**src/rtl/ipc_pkg.sv**
```systemverilog
package ipc_pkg;

   typedef enum logic [1:0] {
      OP_SET_PRIO = 2'd0,
      OP_SET_IPI  = 2'd1,
      OP_ACCEPT   = 2'd2,
      OP_EOI      = 2'd3
   } ipc_op_e;

   localparam int DEF_SRC_W  = 24;
   localparam int DEF_PRIO_W = 8;
   localparam int DEF_IPI_SRC = 2;

endpackage

```
**src/rtl/ipc_offer_eval.sv**
```systemverilog
// Decides whether an offered interrupt beats the processor priority and
// whatever is already held.
module ipc_offer_eval #(
   parameter int PRIO_W = 8
) (
   input  logic [PRIO_W-1:0] offer_prio,
   input  logic [PRIO_W-1:0] cur_prio,
   input  logic [PRIO_W-1:0] held_prio,
   input  logic              held_busy,
   output logic              take,
   output logic              drop_held
);

   logic beats_cpu;
   logic beats_held;

   always_comb begin
      beats_cpu  = offer_prio < cur_prio;
      beats_held = !held_busy || (offer_prio < held_prio);
      take       = beats_cpu && beats_held;
      drop_held  = take && held_busy;
   end

endmodule

```
**src/rtl/ipc_ipi_eval.sv**
```systemverilog
// Evaluates the inter-processor interrupt check against a given current
// priority and IPI priority.
module ipc_ipi_eval #(
   parameter int PRIO_W = 8
) (
   input  logic [PRIO_W-1:0] ipi_prio,
   input  logic [PRIO_W-1:0] cur_prio,
   input  logic [PRIO_W-1:0] held_prio,
   input  logic              held_busy,
   output logic              fire,
   output logic              drop_held
);

   logic enabled;
   logic held_wins;

   always_comb begin
      enabled   = ipi_prio < cur_prio;
      held_wins = held_busy && (held_prio <= ipi_prio);
      fire      = enabled && !held_wins;
      drop_held = fire && held_busy;
   end

endmodule

```
**src/rtl/ipc_strobe_stage.sv**
```systemverilog
// Output stage for the strobes toward the source controller; PIPE picks
// a registered or a pass-through variant.
module ipc_strobe_stage #(
   parameter int SRC_W = 24,
   parameter bit PIPE  = 1'b1
) (
   input  logic             clk,
   input  logic             rst_n,
   input  logic             rej_v_in,
   input  logic [SRC_W-1:0] rej_s_in,
   input  logic             eoi_v_in,
   input  logic [SRC_W-1:0] eoi_s_in,
   input  logic             rs_v_in,
   output logic             rej_v,
   output logic [SRC_W-1:0] rej_s,
   output logic             eoi_v,
   output logic [SRC_W-1:0] eoi_s,
   output logic             rs_v
);

   generate
      if (PIPE) begin : g_reg
         always_ff @(posedge clk) begin
            if (!rst_n) begin
               rej_v <= 1'b0;
               rej_s <= '0;
               eoi_v <= 1'b0;
               eoi_s <= '0;
               rs_v  <= 1'b0;
            end else begin
               rej_v <= rej_v_in;
               rej_s <= rej_v_in ? rej_s_in : '0;
               eoi_v <= eoi_v_in;
               eoi_s <= eoi_v_in ? eoi_s_in : '0;
               rs_v  <= rs_v_in;
            end
         end
      end else begin : g_comb
         assign rej_v = rej_v_in;
         assign rej_s = rej_v_in ? rej_s_in : '0;
         assign eoi_v = eoi_v_in;
         assign eoi_s = eoi_v_in ? eoi_s_in : '0;
         assign rs_v  = rs_v_in;
      end
   endgenerate

endmodule

```
**src/rtl/irq_present_unit.sv**
```systemverilog
module irq_present_unit #(
   parameter int SRC_W       = ipc_pkg::DEF_SRC_W,
   parameter int PRIO_W      = ipc_pkg::DEF_PRIO_W,
   parameter int IPI_SRC     = ipc_pkg::DEF_IPI_SRC,
   parameter bit STROBE_PIPE = 1'b1
) (
   input  logic                      clk,
   input  logic                      rst_n,
   input  logic                      offer_valid,
   input  logic [SRC_W-1:0]          offer_src,
   input  logic [PRIO_W-1:0]         offer_prio,
   input  logic                      cmd_valid,
   input  logic [1:0]                cmd_op,
   input  logic [SRC_W+PRIO_W-1:0]   cmd_data,
   output logic [SRC_W+PRIO_W-1:0]   accept_word,
   output logic                      irq_out,
   output logic                      reject_valid,
   output logic [SRC_W-1:0]          reject_src,
   output logic                      eoi_valid,
   output logic [SRC_W-1:0]          eoi_src,
   output logic                      resend_req
);
   import ipc_pkg::*;

   localparam int WORD_W = SRC_W + PRIO_W;
   localparam logic [PRIO_W-1:0] PRIO_MASKED = '1;
   localparam logic [SRC_W-1:0]  IPI_CODE    = SRC_W'(IPI_SRC);

   generate
      if (SRC_W < 2 || PRIO_W < 2) begin : g_bad_width
         $error("irq_present_unit: SRC_W and PRIO_W must be at least 2");
      end
      if (IPI_SRC <= 0 || IPI_SRC >= (1 << SRC_W)) begin : g_bad_ipi
         $error("irq_present_unit: IPI_SRC must be non-zero and fit SRC_W");
      end
   endgenerate

   // architectural state
   logic [PRIO_W-1:0] r_cppr, n_cppr;
   logic [SRC_W-1:0]  r_xsrc, n_xsrc;
   logic [PRIO_W-1:0] r_pend, n_pend;
   logic [PRIO_W-1:0] r_ipip, n_ipip;
   logic              r_irq,  n_irq;

   // unregistered strobe requests
   logic             q_rej_v, q_eoi_v, q_rs_v;
   logic [SRC_W-1:0] q_rej_s, q_eoi_s;

   ipc_op_e           op;
   logic              busy;
   logic [PRIO_W-1:0] arg_prio;
   logic [PRIO_W-1:0] arg_top;
   logic [PRIO_W-1:0] ipi_prio_eff;
   logic [PRIO_W-1:0] ipi_cppr_eff;
   logic              ipi_fire, ipi_drop;
   logic              off_take, off_drop;

   assign op       = ipc_op_e'(cmd_op);
   assign busy     = (r_xsrc != '0);
   assign arg_prio = cmd_data[PRIO_W-1:0];
   assign arg_top  = cmd_data[WORD_W-1 -: PRIO_W];

   // The IPI check sees the priorities as they stand after the command.
   always_comb begin
      ipi_prio_eff = r_ipip;
      ipi_cppr_eff = r_cppr;
      if (cmd_valid) begin
         case (op)
            OP_SET_IPI:  ipi_prio_eff = arg_prio;
            OP_SET_PRIO: ipi_cppr_eff = arg_prio;
            OP_EOI:      ipi_cppr_eff = arg_top;
            default:     ipi_cppr_eff = r_cppr;
         endcase
      end
   end

   ipc_ipi_eval #(.PRIO_W(PRIO_W)) ipi_i (
      .ipi_prio  (ipi_prio_eff),
      .cur_prio  (ipi_cppr_eff),
      .held_prio (r_pend),
      .held_busy (busy),
      .fire      (ipi_fire),
      .drop_held (ipi_drop)
   );

   ipc_offer_eval #(.PRIO_W(PRIO_W)) offer_i (
      .offer_prio (offer_prio),
      .cur_prio   (r_cppr),
      .held_prio  (r_pend),
      .held_busy  (busy),
      .take       (off_take),
      .drop_held  (off_drop)
   );

   always_comb begin
      n_cppr  = r_cppr;
      n_xsrc  = r_xsrc;
      n_pend  = r_pend;
      n_ipip  = r_ipip;
      n_irq   = r_irq;
      q_rej_v = 1'b0;
      q_rej_s = r_xsrc;
      q_eoi_v = 1'b0;
      q_eoi_s = cmd_data[SRC_W-1:0];
      q_rs_v  = 1'b0;

      if (cmd_valid) begin
         case (op)
            OP_SET_PRIO: begin
               n_cppr = arg_prio;
               if (arg_prio < r_cppr) begin
                  if (busy && (arg_prio <= r_pend)) begin
                     n_xsrc  = '0;
                     n_pend  = PRIO_MASKED;
                     n_irq   = 1'b0;
                     q_rej_v = 1'b1;
                  end
               end else if (!busy) begin
                  q_rs_v = 1'b1;
                  if (ipi_fire) begin
                     n_xsrc = IPI_CODE;
                     n_pend = r_ipip;
                     n_irq  = 1'b1;
                  end
               end
            end
            OP_SET_IPI: begin
               n_ipip = arg_prio;
               if (ipi_fire) begin
                  q_rej_v = ipi_drop;
                  n_xsrc  = IPI_CODE;
                  n_pend  = arg_prio;
                  n_irq   = 1'b1;
               end
            end
            OP_ACCEPT: begin
               n_cppr = r_pend;
               n_xsrc = '0;
               n_pend = PRIO_MASKED;
               n_irq  = 1'b0;
            end
            OP_EOI: begin
               n_cppr  = arg_top;
               q_eoi_v = 1'b1;
               if (!busy) begin
                  q_rs_v = 1'b1;
                  if (ipi_fire) begin
                     n_xsrc = IPI_CODE;
                     n_pend = r_ipip;
                     n_irq  = 1'b1;
                  end
               end
            end
            default: n_cppr = r_cppr;
         endcase
      end else if (offer_valid) begin
         if (off_take) begin
            q_rej_v = off_drop;
            n_xsrc  = offer_src;
            n_pend  = offer_prio;
            n_irq   = 1'b1;
         end else begin
            q_rej_v = 1'b1;
            q_rej_s = offer_src;
         end
      end
   end

   always_ff @(posedge clk) begin
      if (!rst_n) begin
         r_cppr <= '0;
         r_xsrc <= '0;
         r_pend <= PRIO_MASKED;
         r_ipip <= PRIO_MASKED;
         r_irq  <= 1'b0;
      end else begin
         r_cppr <= n_cppr;
         r_xsrc <= n_xsrc;
         r_pend <= n_pend;
         r_ipip <= n_ipip;
         r_irq  <= n_irq;
      end
   end

   ipc_strobe_stage #(.SRC_W(SRC_W), .PIPE(STROBE_PIPE)) strobe_i (
      .clk      (clk),
      .rst_n    (rst_n),
      .rej_v_in (q_rej_v),
      .rej_s_in (q_rej_s),
      .eoi_v_in (q_eoi_v),
      .eoi_s_in (q_eoi_s),
      .rs_v_in  (q_rs_v),
      .rej_v    (reject_valid),
      .rej_s    (reject_src),
      .eoi_v    (eoi_valid),
      .eoi_s    (eoi_src),
      .rs_v     (resend_req)
   );

   assign accept_word = {r_cppr, r_xsrc};
   assign irq_out     = r_irq;

endmodule

```
**config.mk**
```make
export PLATFORM = sky130hd
export DESIGN_NAME = irq_present_unit
export DESIGN_NICKNAME = d
export VERILOG_FILES = /design/src/rtl/ipc_pkg.sv /design/src/rtl/ipc_offer_eval.sv /design/src/rtl/ipc_ipi_eval.sv /design/src/rtl/ipc_strobe_stage.sv /design/src/rtl/irq_present_unit.sv
export SDC_FILE = /design/constraint.sdc
export NUM_CORES = 1
export LEC_CHECK = 0
export ABC_AREA = 1
export BUFFER_PORTS_ARGS = -buffer_cell sky130_fd_sc_hd__buf_2
export CELL_PAD_IN_SITES_DETAIL_PLACEMENT = 1
export CELL_PAD_IN_SITES_GLOBAL_PLACEMENT = 1
export CORE_MARGIN = 2
export CORE_UTILIZATION = 38
export CTS_BUF_LIST = sky130_fd_sc_hd__clkbuf_16
export DETAILED_ROUTE_END_ITERATION = 10
export MAX_ROUTING_LAYER = met4
export PLACE_DENSITY = 0.86
export SLEW_MARGIN = 40
export SYNTH_ARGS = -nofsm -noshare
export SYNTH_HDL_FRONTEND = slang
export SYNTH_SLANG_ARGS = --single-unit
export TNS_END_PERCENT = 5
```
**constraint.sdc**
```tcl
create_clock -name clk -period 3 [get_ports clk]
set_input_delay 0 -clock clk [delete_from_list [all_inputs] [get_ports clk]]
set_output_delay 0 -clock clk [all_outputs]
set_load 0.01 [all_outputs]
```
==> summary.md, run 1 <==
| Metric | Value |
|---|---|
| Synth unique cells | 40 |
| Hold Slack | 0.005275 ns |
| LEAKAGE | roughly 3.8 nW |
| Logic gate share of total power | 0.274 |
| Final setup TNS | 0 ns |
| DP HPWL | 14590 um |
| Power Density | ~500 mW/mm2 |
| Fmax | approximately 350 MHz |
| Post-DP Area | roughly 0.0066 mm2 |
| Synthesized flop and latch total | 100 |
| Clk sinks | 100 |
| Post-route DRC | 0 |
| Commonest non-fill, non-tap cell in the layout | buf_2 |
| Avg Inst Size Synth | 7.435 um2 |
| Final Wtd Congestion | approximately 0.9 |
| Switching pwr | ~1.3 mW |
| Sequential Power Share | 0.389 |
| Global router's overall resource usage | 0.2901 |
| Area growth syn-to-layout | 35.03% |
| Setup WS post-layout | around 0.14 ns |
| Status | finished, final reports clean |
| Sw Share | 0.3487 |
| Worst-path fanout max | 16 |
| Via Count | about 6300 |
| Number of nets in the layout | 1077 |
| R2R Path End | r_xsrc[2]$_SDFFE_PN0P_ |
| Synth warn | 0 |
| End of the critical path | r_xsrc[2]$_SDFFE_PN0P_ |
| Fin. max-slew vios | 0 |
| Hold crit path type | in2reg |
| Worst slew margin | 0.4724 |
| Ports | approximately 150 |
| Layout Cell Area excl Fill | approximately 0.0075 mm2 |
| Worst-Margin Slew | between 0.7 and 0.8 ns |
| Final period util | 0.9521 |
| DRT Pass-1 Iters | 5 |
| Cell count after synthesis | 747 |
| Reg-to-Reg Start | r_pend[7]$_SDFFE_PN1P_ |
| Commonest cells after routing, fill and taps aside | buf_2 (153), nand2_1 (144), dfxtp_1 (100) |
| Initial Utilization | 0.3851 |
| Clk buf depth | 2 |
| Mapped Area | between 0.005 and 0.006 mm2 |
| CTS tree | yes |
| H-tree depth | 3 |
| Vias in the first global route | between 6000 and 7000 |
| Die Y | about 120 um |
| Routed wire per std cell | 19.41 um |
| Largest net degree at the start of global routing | 26 |
| GRT Residual Overflow | 0 |
| Vias per cell | approximately 5.5 |
| Asr flop ratio synth | 0 |
| Reg2reg setup slack | 0.14 ns |
| Setup crit end kind | register |
| Clk pwr share | 0.336 |
| Initial DRC Count | about 510 |
| Root Driver | clkbuf_16 |
| Final Hold Vio Count | 0 |
| Max-cap violations | 0 |
| Critical path launch point type | register |
| Seq/Total Area, Yosys | 0.3604 |
| PortBufs | 153 |
| Row count | 44 |
| Synth Flop Type | dfxtp_1 |
| DRT antenna net count | 0 |
| Initial antenna violation count | 1 |
| R2R depth | 13 |
| Post-synth EDFFs | 0 |
| Non-Filler Instances | ~1200 |
| Placed cell count | roughly 1100 |
| First-pass GRT wire length | approximately 35000 um |
| Crit. Startpoint | r_pend[7]$_SDFFE_PN1P_ |
| Clock slew at reported path FFs | roughly 0.07 ns |
| Share of layout cells above drive strength 1 | 0.2873 |
| Num CTS Buffers | 9 |
| Tmin final | roughly 2.9 ns |
| Core Region | between 0.01 and 0.015 mm2 |
| VDD IR-drop max | roughly 0.00031 V |
| Int Pwr | between 2 and 2.5 mW |
| Critical path arrival | 3.14 ns |
| Post-CTS Setup Bufs | 0 |
| DIE AREA | between 0.015 and 0.02 mm2 |
| Critical path class | reg2reg |
| Final Setup Violations | 0 |
| Post-Place Worst Slack | 0.08749 ns |
| Synth Net Count | 865 |
| Worst clock skew | 0.01895 ns |
| CP Data Required Time | roughly 3.3 ns |
| Die width | roughly 120 um |
| Clock insertion delay at the later pin of the skew report | approximately 0.38 ns |
| Final WL | between 20000 and 25000 um |
## repair_timing
| action | CTS | global route |
|---|---|---|
| endpoints found under the setup margin | 0 | 56 |
| gates resized for setup | 0 | 7 |
| hold buffers | 59 | 0 |
| hold endpoints to repair | 83 | 0 |
## synth_stat cells (3+ instances only)
master	n	area [um2]
ha_1	48	600.6
nand2_2	27	168.9
a41oi_1	7	61.31
a21oi_1	44	220.2
inv_1	85	319.1
nand2_1	144	540.5
inv_2	7	26.28
buf_2	4	20.02
buf_6	5	56.30
o21ai_1	15	75.07
clkbuf_1	21	78.83
o21ai_0	39	195.2
dfxtp_1	100	2002
nor2_1	52	195.2
a21oi_2	40	350.3
buf_1	3	11.26
nand3_1	72	360.4
o211ai_1	3	22.52
## worst min-delay path by stage
| stage | to | cells after the start | start | slack (ns) |
|---|---|---|---|---|
| floorplan | strobe_i.eoi_s[10]$_SDFF_PN0_ | 2 | cmd_data[10] | 0.11 |
| global placement | strobe_i.eoi_s[10]$_SDFF_PN0_ | 3 | cmd_data[10] | 0.21 |
| detailed placement | strobe_i.eoi_s[23]$_SDFF_PN0_ | 3 | cmd_data[23] | 0.22 |
| CTS | r_cppr[4]$_SDFFE_PN0P_ | 3 | cmd_data[28] | 0.002 |
| global route | strobe_i.eoi_s[7]$_SDFF_PN0_ | 3 | cmd_data[7] | 0.03 |
| finish | strobe_i.eoi_s[7]$_SDFF_PN0_ | 3 | cmd_data[7] | 0.005 |
## logic make-up after synthesis
kind of cell,count (synthesis),share of synthesized area
compound gates,164,0.1913
fa+ha+maj,48,0.1081
buf+inv,126,0.09281
flops,100,0.3604
simple gates,309,0.2474
## critical path: stages (launching register included)
cell and delay, ns:
dfxtp_1 0.43, inv_1 0.12, ha_1 0.31, nand2_1 0.08, nor2_1 0.25, nand3_1 0.12
o2bb2ai_1 0.19, nand2_1 0.12, nand4_1 0.13, nand2_1 0.17, inv_2 0.23, buf_4 0.27
nand3_1 0.14, a21oi_1 0.21
## through the flow
stage / utilization / power, mW
after CTS: 0.5179 / 3.678
after global routing: 0.5198 / 3.908
after detailed placement: 0.4558 / 2.394
after global placement: 0.4558 / 2.357
after floorplan: - / 2.054
final: 0.5200 / 3.748
## per-layer routing
layer / track usage / vias to the layer above / wire length [um]
met5: - / - / 0
met1: 0.3312 / 3079 / 9009
met4: 0.1510 / 0 / 1026
met2: 0.4937 / 233 / 11230
met3: 0.04296 / 80 / 1052
li1: - / 2888 / -
## cell type report
| class | instances | area (um2) |
|---|---|---|
| clock inverter | 7 | 80.08 |
| timing repair buffer | 234 | 1546 |
| inverter | 93 | 351.6 |
| multi-input combinational | 521 | 3059 |
| clock buffer | 9 | 225.2 |
| tap | 184 | 230.2 |
| sequential | 100 | 2002 |
| antenna | 2 | 5.005 |
| fill | 1831 | 6924 |
## power by group through the flow
stage	clock (mW)	combinational, mW	sequential [mW]
global route	1.32	1.12	1.47
detailed placement	0	0.910	1.48
CTS	1.24	0.980	1.45
finish	1.26	1.03	1.46
floorplan	0	0.565	1.49
global placement	0	0.873	1.48
## state kept, by name (all words and copies together) (netlist names)
name,count
r_xsrc,24
strobe_i.eoi_s,24
strobe_i.rej_s,24
r_cppr,8
r_ipip,8
r_pend,8
irq_out,1
strobe_i.eoi_v,1
strobe_i.rej_v,1
strobe_i.rs_v,1
Note: power is estimated with default switching activity, not from simulation.
==> inputs of run 2 (changes only) <==
MAX_ROUTING_LAYER = unset   (was met4)
==> summary.md, run 2 (synthesis gave the netlist of run 1 again) <==
| Metric | Value |
|---|---|
| Reg-to-Reg Start | r_cppr[1]$_SDFFE_PN0P_ |
| Largest net degree at the start of global routing | 26 |
| Tmin final | 2.873 ns |
| Die width | between 100 and 150 um |
| Vias in the first global route | about 7000 |
| Initial antenna violation count | 1 |
| Core Region | ~0.014 mm2 |
| Vias per cell | between 5 and 6 |
| Num CTS Buffers | 9 |
| Final WL | 24160 um |
| Via Count | about 6500 |
| Final period util | 0.9575 |
| Final Wtd Congestion | 0.8925 |
| Fill count | about 1900 |
| Worst-path fanout max | 14 |
| Critical path's top delay family | buffers and inverters |
| Hold Slack | ~0.0022 ns |
| Worst clock skew | roughly 0.016 ns |
| Reg area | approximately 0.0020 mm2 |
| Largest registers | r_xsrc x24, strobe_i.eoi_s x24, strobe_i.rej_s x24 |
| Fin. max-slew vios | 0 |
| Hold crit path type | in2reg |
| Unrepaired setup endpoints after global routing | true |
| GRT Residual Overflow | 0 |
| Crit. Startpoint | cmd_valid |
| Commonest non-fill, non-tap cell in the layout | buf_2 |
| Final Setup Violations | 0 |
| DRT antenna net count | 0 |
| DRT Pass-1 Iters | 5 |
| Sw Share | 0.3521 |
| Setup WS post-layout | ~0.13 ns |
| Number of nets in the layout | ~1100 |
| Critical path class | in2reg |
| Power Density | slightly above 500 mW/mm2 |
| Crit path buffers/inverters | 7 |
| Area growth syn-to-layout | 35.68% |
| Clk pwr share | 0.332 |
| Worst slew margin | 0.4335 |
| Critical path launch point type | primary input |
| Most frequent CP cell | inv_2 |
| Fmax | about 350 MHz |
| Clk sinks | 100 |
| Int Pwr | about 2.5 mW |
| Post-Place Worst Slack | -0.01064 ns |
| Multi-input logic area | slightly above 0.003 mm2 |
| VDD IR-drop max | ~0.00032 V |
| Initial DRC Count | around 500 |
| Row count | 44 |
| Min-delay src | cmd_data[7] |
| DIE AREA | between 0.015 and 0.02 mm2 |
| Status | finished, final reports clean |
| First-pass GRT wire length | 38140 um |
| Worst-Margin Slew | between 0.8 and 0.9 ns |
| Global router's overall resource usage | 0.3084 |
| DP HPWL | ~15000 um |
| Slowest cell delay on critical path | roughly 0.54 ns |
| Clk buf depth | 2 |
| Clock slew at reported path FFs | roughly 0.070 ns |
| Die Y | 124.9 um |
| H-tree depth | 3 |
| Commonest cells after routing, fill and taps aside | buf_2 (153), nand2_1 (144), dfxtp_1 (100) |
| Critical path arrival | roughly 3.1 ns |
| Post-route DRC | 0 |
| Final Hold Vio Count | 0 |
| Clock insertion delay at the later pin of the skew report | 0.37 ns |
| Share of layout cells above drive strength 1 | 0.2903 |
| Switching pwr | roughly 1.3 mW |
| Final setup TNS | 0 ns |
| Sequential Power Share | 0.384 |
| CP Data Required Time | between 3 and 4 ns |
| Logic gate share of total power | 0.284 |
| PortBufs | around 150 |
| Critical path cell sequence | dlygate4sd3_1 > buf_2 > inv_2 > nor2_4 > inv_2 > nand2_1 > o21ai_0 > ha_1 > a21oi_1 > nor2_1 > a211oi_2 > buf_4 > nand3_2 > buf_4 > a21oi_4 > inv_2 > a21oi_1 > o21ai_1 |
| Max-cap violations | 0 |
| Ports | 154 |
| CTS tree | yes |
| LEAKAGE | ~3.8 nW |
| Routed wire per std cell | between 20 and 25 um |
| Setup crit end kind | register |
| Initial Utilization | 0.3851 |
| Slowest cell on the critical path | dlygate4sd3_1 |
| Root Driver | clkbuf_16 |
[run 2: power groups by stage]
stage | clock [mW] | combinational, mW | sequential [mW]
after floorplan | 0 | 0.565 | 1.49
after global placement | 0 | 0.887 | 1.48
after detailed placement | 0 | 0.930 | 1.48
after CTS | 1.25 | 1.01 | 1.45
after global routing | 1.33 | 1.17 | 1.47
final | 1.26 | 1.08 | 1.46
[run 2: worst paths after layout]
| kind | endpoint | slack [ns] | depth (start not counted) |
|---|---|---|---|
| worst min register to register | r_xsrc[19]$_SDFFE_PN0P_ | 0.51 | 2 |
| worst max register to register | r_xsrc[2]$_SDFFE_PN0P_ | 0.22 | 15 |
| worst min-delay path | strobe_i.eoi_s[7]$_SDFF_PN0_ | 0.002 | 3 |
| worst max-delay path | r_pend[1]$_SDFFE_PN1P_ | 0.13 | 18 |
[run 2: tightest hold or removal path: stages]
cell,delay (ns)
buf_2,0.15
inv_1,0.11
nor2_1,0.05
[run 2: stage by stage]
step	power, mW	cells	area [um2]	utilization
after floorplan	2.054	747	5554	-
after global placement	2.371	1076	6609	0.4582
after detailed placement	2.415	1076	6611	0.4584
after CTS	3.706	1151	7507	0.5205
after global routing	3.964	1153	7536	0.5225
final	3.798	1153	7536	0.5225
[run 2: what timing repair did]
action                     in CTS  in global routing
setup endpoints to repair       0                 56
hold buffers                   59                  0
hold endpoints to repair       84                  0
setup buffers                   0                  1
gates resized for setup         0                  6
[run 2: routing by layer]
layer | global-route usage | wire (um) | up-vias | share of wire
li1 | - | - | 2898 | -
met2 | 0.5352 | 11950 | 322 | 0.49
met5 | 0 | 0 | - | 0
met1 | 0.3596 | 9333 | 3144 | 0.39
met4 | 0.1771 | 1458 | 0 | 0.060
met3 | 0.04940 | 1416 | 109 | 0.059
[run 2: area by class of cell]
class	count	area share
Multi-Input combinational cell	521	0.4058
Antenna cell	1	0.0003321
Clock inverter	7	0.01063
Inverter	93	0.04632
Clock buffer	9	0.02989
Tap cell	184	0.03055
Timing Repair Buffer	238	0.2109
Sequential cell	100	0.2656
